### config.mk
export PLATFORM = sky130hd
export DESIGN_NAME = aux_ctrl_reg
export DESIGN_NICKNAME = d
export VERILOG_FILES = /design/src/rtl/acr_pkg.sv /design/src/rtl/acr_decode.sv /design/src/rtl/acr_store.sv /design/src/rtl/acr_gate.sv /design/src/rtl/aux_ctrl_reg.sv
export SDC_FILE = /design/constraint.sdc
export NUM_CORES = 1
export LEC_CHECK = 0
export ABC_CLOCK_PERIOD_IN_PS = 850
export BUFFER_PORTS_ARGS = -buffer_cell sky130_fd_sc_hd__clkbuf_2
export CORE_AREA = 2 2 58 60
export CTS_CLUSTER_DIAMETER = 50
export DETAILED_ROUTE_END_ITERATION = 12
export DIE_AREA = 0 0 60 62
export GPL_ROUTABILITY_DRIVEN = 0
export HOLD_SLACK_MARGIN = 0.06
export PLACE_DENSITY = 0.74
export SLEW_MARGIN = 20
export SYNTH_ARGS = -nofsm -noshare
export SYNTH_HDL_FRONTEND = slang
export SYNTH_HIERARCHICAL = 1
export SYNTH_SLANG_ARGS = --single-unit
### constraint.sdc
create_clock -name clk -period 0.85 [get_ports clk]
set_input_delay 0.0425 -clock clk [delete_from_list [all_inputs] [get_ports clk]]
set_output_delay 0.0425 -clock clk [all_outputs]
set_load 0.01 [all_outputs]
### src/rtl/acr_pkg.sv
package acr_pkg;
  localparam int DATA_W = 32;
  localparam int DEF_W  = 7;

  localparam int B_RSTK  = 0;
  localparam int B_DYN   = 1;
  localparam int B_STAT  = 2;
  localparam int B_UTLB  = 3;
  localparam int B_NOCLN = 4;
  localparam int B_NOBLK = 5;
  localparam int B_LIM   = 6;

  localparam logic [DEF_W-1:0] RST_BITS = 7'b000_0111;

  typedef enum logic [1:0] {
    CMO_OTHER  = 2'd0,
    CMO_BLOCK  = 2'd1,
    CMO_CLEAN  = 2'd2,
    CMO_CLNINV = 2'd3
  } cmo_kind_e;

  typedef struct packed {
    logic rd_ok;
    logic wr_ok;
    logic user_hit;
  } acc_s;
endpackage

### src/rtl/acr_decode.sv
module acr_decode #(
  parameter int OPC_W = 3,
  parameter int CR_W  = 4,
  parameter logic [OPC_W-1:0] SEL_OPC1 = 3'd0,
  parameter logic [CR_W-1:0]  SEL_CRN  = 4'd1,
  parameter logic [CR_W-1:0]  SEL_CRM  = 4'd0,
  parameter logic [OPC_W-1:0] SEL_OPC2 = 3'd1
) (
  input  logic             cp_valid,
  input  logic             cp_write,
  input  logic [OPC_W-1:0] cp_opc1,
  input  logic [CR_W-1:0]  cp_crn,
  input  logic [CR_W-1:0]  cp_crm,
  input  logic [OPC_W-1:0] cp_opc2,
  input  logic             priv_mode,
  output acr_pkg::acc_s    acc
);
  logic sel;

  always_comb begin
    sel = cp_valid && (cp_opc1 == SEL_OPC1) && (cp_crn == SEL_CRN)
          && (cp_crm == SEL_CRM) && (cp_opc2 == SEL_OPC2);
    acc.rd_ok    = sel && priv_mode && !cp_write;
    acc.wr_ok    = sel && priv_mode && cp_write;
    acc.user_hit = sel && !priv_mode;
  end
endmodule

### src/rtl/acr_store.sv
module acr_store
  import acr_pkg::*;
(
  input  logic              clk,
  input  logic              rst_n,
  input  logic              wr_ok,
  input  logic              rd_ok,
  input  logic [DEF_W-1:0]  wbits,
  output logic [DEF_W-1:0]  bits_q,
  output logic [DATA_W-1:0] rd_data,
  output logic              rd_valid
);
  localparam int RSV_W = DATA_W - DEF_W;

  logic [DEF_W-1:0]  bits_d;
  logic [DATA_W-1:0] rdat_d;
  logic              rdat_en;

  always_comb begin
    bits_d  = wr_ok ? wbits : bits_q;
    rdat_en = rd_ok;
    rdat_d  = {{RSV_W{1'b0}}, bits_q};
  end

  always_ff @(posedge clk or negedge rst_n) begin
    if (!rst_n) begin
      bits_q   <= RST_BITS;
      rd_data  <= '0;
      rd_valid <= 1'b0;
    end else begin
      bits_q   <= bits_d;
      rd_valid <= rd_ok;
      if (rdat_en) rd_data <= rdat_d;
    end
  end
endmodule

### src/rtl/acr_gate.sv
module acr_gate
  import acr_pkg::*;
(
  input  logic [DEF_W-1:0] bits_q,
  input  logic             ctl_flow_pred,
  input  logic             ctl_rand_repl,
  input  logic             cmo_valid,
  input  logic [1:0]       cmo_kind,
  input  logic             user_hit,
  output logic             en_ret_stack,
  output logic             en_dyn_pred,
  output logic             en_stat_pred,
  output logic             utlb_random,
  output logic             cache_limit_16k,
  output logic             undef_exc
);
  logic cmo_refused;

  always_comb begin
    en_ret_stack    = bits_q[B_RSTK] & ctl_flow_pred;
    en_dyn_pred     = bits_q[B_DYN]  & ctl_flow_pred;
    en_stat_pred    = bits_q[B_STAT] & ctl_flow_pred;
    utlb_random     = bits_q[B_UTLB] & ctl_rand_repl;
    cache_limit_16k = bits_q[B_LIM];
    unique case (cmo_kind_e'(cmo_kind))
      CMO_BLOCK:             cmo_refused = bits_q[B_NOBLK];
      CMO_CLEAN, CMO_CLNINV: cmo_refused = bits_q[B_NOCLN];
      default:               cmo_refused = 1'b0;
    endcase
    undef_exc = user_hit | (cmo_valid & cmo_refused);
  end
endmodule

### src/rtl/aux_ctrl_reg.sv
module aux_ctrl_reg
  import acr_pkg::*;
(
  input  logic              clk,
  input  logic              rst_n,
  input  logic              cp_valid,
  input  logic              cp_write,
  input  logic [2:0]        cp_opc1,
  input  logic [3:0]        cp_crn,
  input  logic [3:0]        cp_crm,
  input  logic [2:0]        cp_opc2,
  input  logic [31:0]       cp_wdata,
  input  logic              priv_mode,
  input  logic              ctl_flow_pred,
  input  logic              ctl_rand_repl,
  input  logic              cmo_valid,
  input  logic [1:0]        cmo_kind,
  output logic [31:0]       rd_data,
  output logic              rd_valid,
  output logic              en_ret_stack,
  output logic              en_dyn_pred,
  output logic              en_stat_pred,
  output logic              utlb_random,
  output logic              cache_limit_16k,
  output logic              undef_exc
);
  acc_s             acc;
  logic [DEF_W-1:0] bits_q;

  acr_decode u_dec (
    .cp_valid (cp_valid),
    .cp_write (cp_write),
    .cp_opc1  (cp_opc1),
    .cp_crn   (cp_crn),
    .cp_crm   (cp_crm),
    .cp_opc2  (cp_opc2),
    .priv_mode(priv_mode),
    .acc      (acc)
  );

  acr_store u_store (
    .clk     (clk),
    .rst_n   (rst_n),
    .wr_ok   (acc.wr_ok),
    .rd_ok   (acc.rd_ok),
    .wbits   (cp_wdata[DEF_W-1:0]),
    .bits_q  (bits_q),
    .rd_data (rd_data),
    .rd_valid(rd_valid)
  );

  acr_gate u_gate (
    .bits_q         (bits_q),
    .ctl_flow_pred  (ctl_flow_pred),
    .ctl_rand_repl  (ctl_rand_repl),
    .cmo_valid      (cmo_valid),
    .cmo_kind       (cmo_kind),
    .user_hit       (acc.user_hit),
    .en_ret_stack   (en_ret_stack),
    .en_dyn_pred    (en_dyn_pred),
    .en_stat_pred   (en_stat_pred),
    .utlb_random    (utlb_random),
    .cache_limit_16k(cache_limit_16k),
    .undef_exc      (undef_exc)
  );
endmodule

==> flow_summary.ini <==
[outcome]
outcome = finished with violations
violations = negative setup slack

[global_route]
grt_usage_pct = 9.48
grt_max_degree = 16
grt_pass1_wl_microns = 2560
grt_overflow_total = 0
grt_antenna_before_repair = 0
grt_pass1_vias = 578

[clock_network]
cts.sinks = 15
clk_pin_slew_ps = 80
cts_root_buf = clkbuf_4
htreeDepth = 1
clk_latency_ps = 270
numCtsBuffers = 3
cts_tree = built
cts.path.max_buffers = 2

[sta]
finalSetupViolCount = 22
grt_setup_unrepaired = yes
min_period_ps = 1250
fin_ws_ps = -404
whs_ps = 103
timing.fmax_mhz = 798
finalCritPeriodShare_pct = 147
skew_ps = 4.17
hold_violations = 0
timing.final.max_slew_violations = 0

[power_and_ir_drop]
pwr-share-seq_pct = 55.1
intPower_uw = 984
switchingPower_uw = 311
p_total_uw = 1290
leakage_uw = 0.000733
p_clk_share_pct = 29.0
swShare_pct = 24.0
peakVddDrop_uv = 425
combPwrFrac_pct = 15.9
power_density_nw_per_um2 = 946

[route]
postRouteAntennaNets = 0
wl_per_cell_microns = 10.2
drt_iter0_drc = 18
drc = 0
wl_microns = 1840
num_vias = 667
via_per_inst = 3.71
dr.pass1.iters = 4

[logic_synthesis]
yosys.area.top_type = dfrtp_1
synth_compound_area_share_pct = 1.05
synth.distinct_cells = 17
yosys.area.top_type_share_pct = 31.6
ys_warn_count = 6
synth_top_family_by_area = buffers and inverters
yosysSeqAreaShare_pct = 39.9
synth-adder-area-share_pct = 0
syn_inst = 73
yosys.area_share.simple_pct = 13.7
synth_mux_area_share_pct = 22.1
syn_area_per_cell_sq_um = 13.0
synth_area_sq_um = 951
synth_xor_area_share_pct = 0
yosys_register_bits = 15
synth_area_leaders = dfrtp_1 (32%), mux2_4 (22%), buf_4 (21%)

[floorplan]
die_y_microns = 62
rows = 21
initial_core_util_pct = 29.9
die-area_sq_um = 3720
die_w_microns = 60
core_area_sq_um = 3180
ios = 95

[critical_path]
start_kind = register
cp-end-kind = output port
cp.required_ps = 810
cp_max_fo = 2
critPathKind = reg2out
critPathArrivalTime_ps = 1210

[cells_and_area]
num-fill-cells = 301
layout-drive-gt1-share_pct = 63.4
nets = 191
diodes = 0
synthToLayoutAreaGrowth_pct = 43.9

[hold_path]
hp-class = in2reg

[placement]
io_buffers = 44
dp_hpwl_microns = 1430

[run]
drv_cap = 0
==> Yosys cell counts, drive strengths merged <==
| cell | n |
|---|---|
| nor2 | 2 |
| mux2 | 14 |
| nand2 | 1 |
| nand4 | 1 |
| dfstp | 3 |
| nor3b | 2 |
| conb | 1 |
| and4b | 1 |
| buf | 28 |
| a311o | 1 |
| and2 | 4 |
| nor4 | 1 |
| nor4b | 2 |
| dfrtp | 12 |
==> kinds of logic after synthesis <==
kind of cell / after synthesis
buffers and inverters: 28
multiplexers: 14
AO/OA/AOI/OAI: 1
flip-flops: 15
AND/OR/NAND/NOR: 14
other: 1
==> metal layers <==
| layer | track usage (%) | share of wire, % | up-vias |
|---|---|---|---|
| li1 | - | - | 317 |
| met1 | 11.4 | 37 | 302 |
| met2 | 16.5 | 53 | 48 |
| met3 | 1.45 | 10 | 0 |
| met4 | 4.76 | 0 | 0 |
| met5 | 0 | 0 | - |
==> cell usage in the layout, fill, tap and decap left out <==
master / Yosys / routed
nor2_1: 2 / 1
dlygate4sd3_1: 0 / 8
clkbuf_4: 0 / 3
nand4_2: 1 / 1
nor3b_2: 1 / 2
nand2_1: 1 / 1
clkinv_2: 0 / 1
buf_4: 26 / 7
nor4b_4: 1 / 2
mux2_4: 14 / 14
and2_4: 0 / 4
conb_1: 1 / 25
clkbuf_2: 0 / 36
nor2_2: 0 / 1
nor4_4: 0 / 1
dfstp_2: 3 / 3
dfrtp_1: 12 / 12
buf_6: 2 / 10
a311o_1: 1 / 1
and4b_1: 1 / 1
==> worst max-delay path, stage by stage (launching register included) <==
cell      delay, ps
dfrtp_1         390
and4b_1         170
a311o_1         260
clkbuf_2        120
==> area by class of cell <==
| cell class | count | area, sq um | share of cell area, % |
|---|---|---|---|
| clock buffers | 3 | 22.5 | 1.65 |
| clock inverters | 1 | 5.00 | 0.366 |
| multi-input cells | 54 | 479 | 35.0 |
| flip-flops and latches | 15 | 379 | 27.7 |
| well taps | 46 | 57.6 | 4.20 |
| repair buffers | 61 | 425 | 31.1 |
==> power by group through the flow <==
stage,clock [uW],sequential [uW],combinational (uW)
floorplan,0,728,151
global placement,0,728,166
detailed placement,0,728,167
CTS,398,714,197
global route,428,714,227
finish,375,714,206
==> sequential cells by signal (all words and copies together) (netlist names) <==
| name | cells |
|---|---|
| u_store/bits_q | 7 |
| u_store/rd_data | 7 |
| u_store/rd_valid | 1 |
==> path summary, 6_finish.rpt <==
kind / from / depth (start not counted) / endpoint / slack [ps]
setup / recovery: u_store/bits_q[5]$_DFFE_PN0P_ / 3 / undef_exc / -400
hold / removal: cp_write / 3 / u_store/rd_valid$_DFF_PN0_ / 100
setup reg to reg: u_store/bits_q[5]$_DFFE_PN0P_ / 2 / u_store/bits_q[5]$_DFFE_PN0P_ / -30
hold reg to reg: u_store/rd_data[6]$_DFFE_PN0P_ / 1 / u_store/rd_data[6]$_DFFE_PN0P_ / 520
max in group asynchronous: rst_n / 2 / u_store/bits_q[0]$_DFFE_PN1P_ / 340
min in group asynchronous: rst_n / 2 / u_store/rd_data[5]$_DFFE_PN0P_ / 220
==> stage by stage <==
step	utilization, %	std cells	TNS, ps	worst slack (ps)	area (sq um)
6_report	43.1	180	-4220	-404	1370
5_1_grt	43.1	180	-5640	-485	1370
4_1_cts	41.0	180	-4590	-431	1300
3_5_place_dp	36.4	164	-8560	-616	1160
3_3_place_gp	36.4	164	-8150	-581	1160
2_1_floorplan	-	97	-4690	-390	1060
==> repair_timing <==
action                                 CTS  global route
hold buffers                             8             0
endpoints found under the hold margin   22             0
pin swaps                                5             0
gates resized for setup                  3            20
setup buffers                            4             0
setup endpoints to repair               25            29
Power figures use the tool's default switching activity.
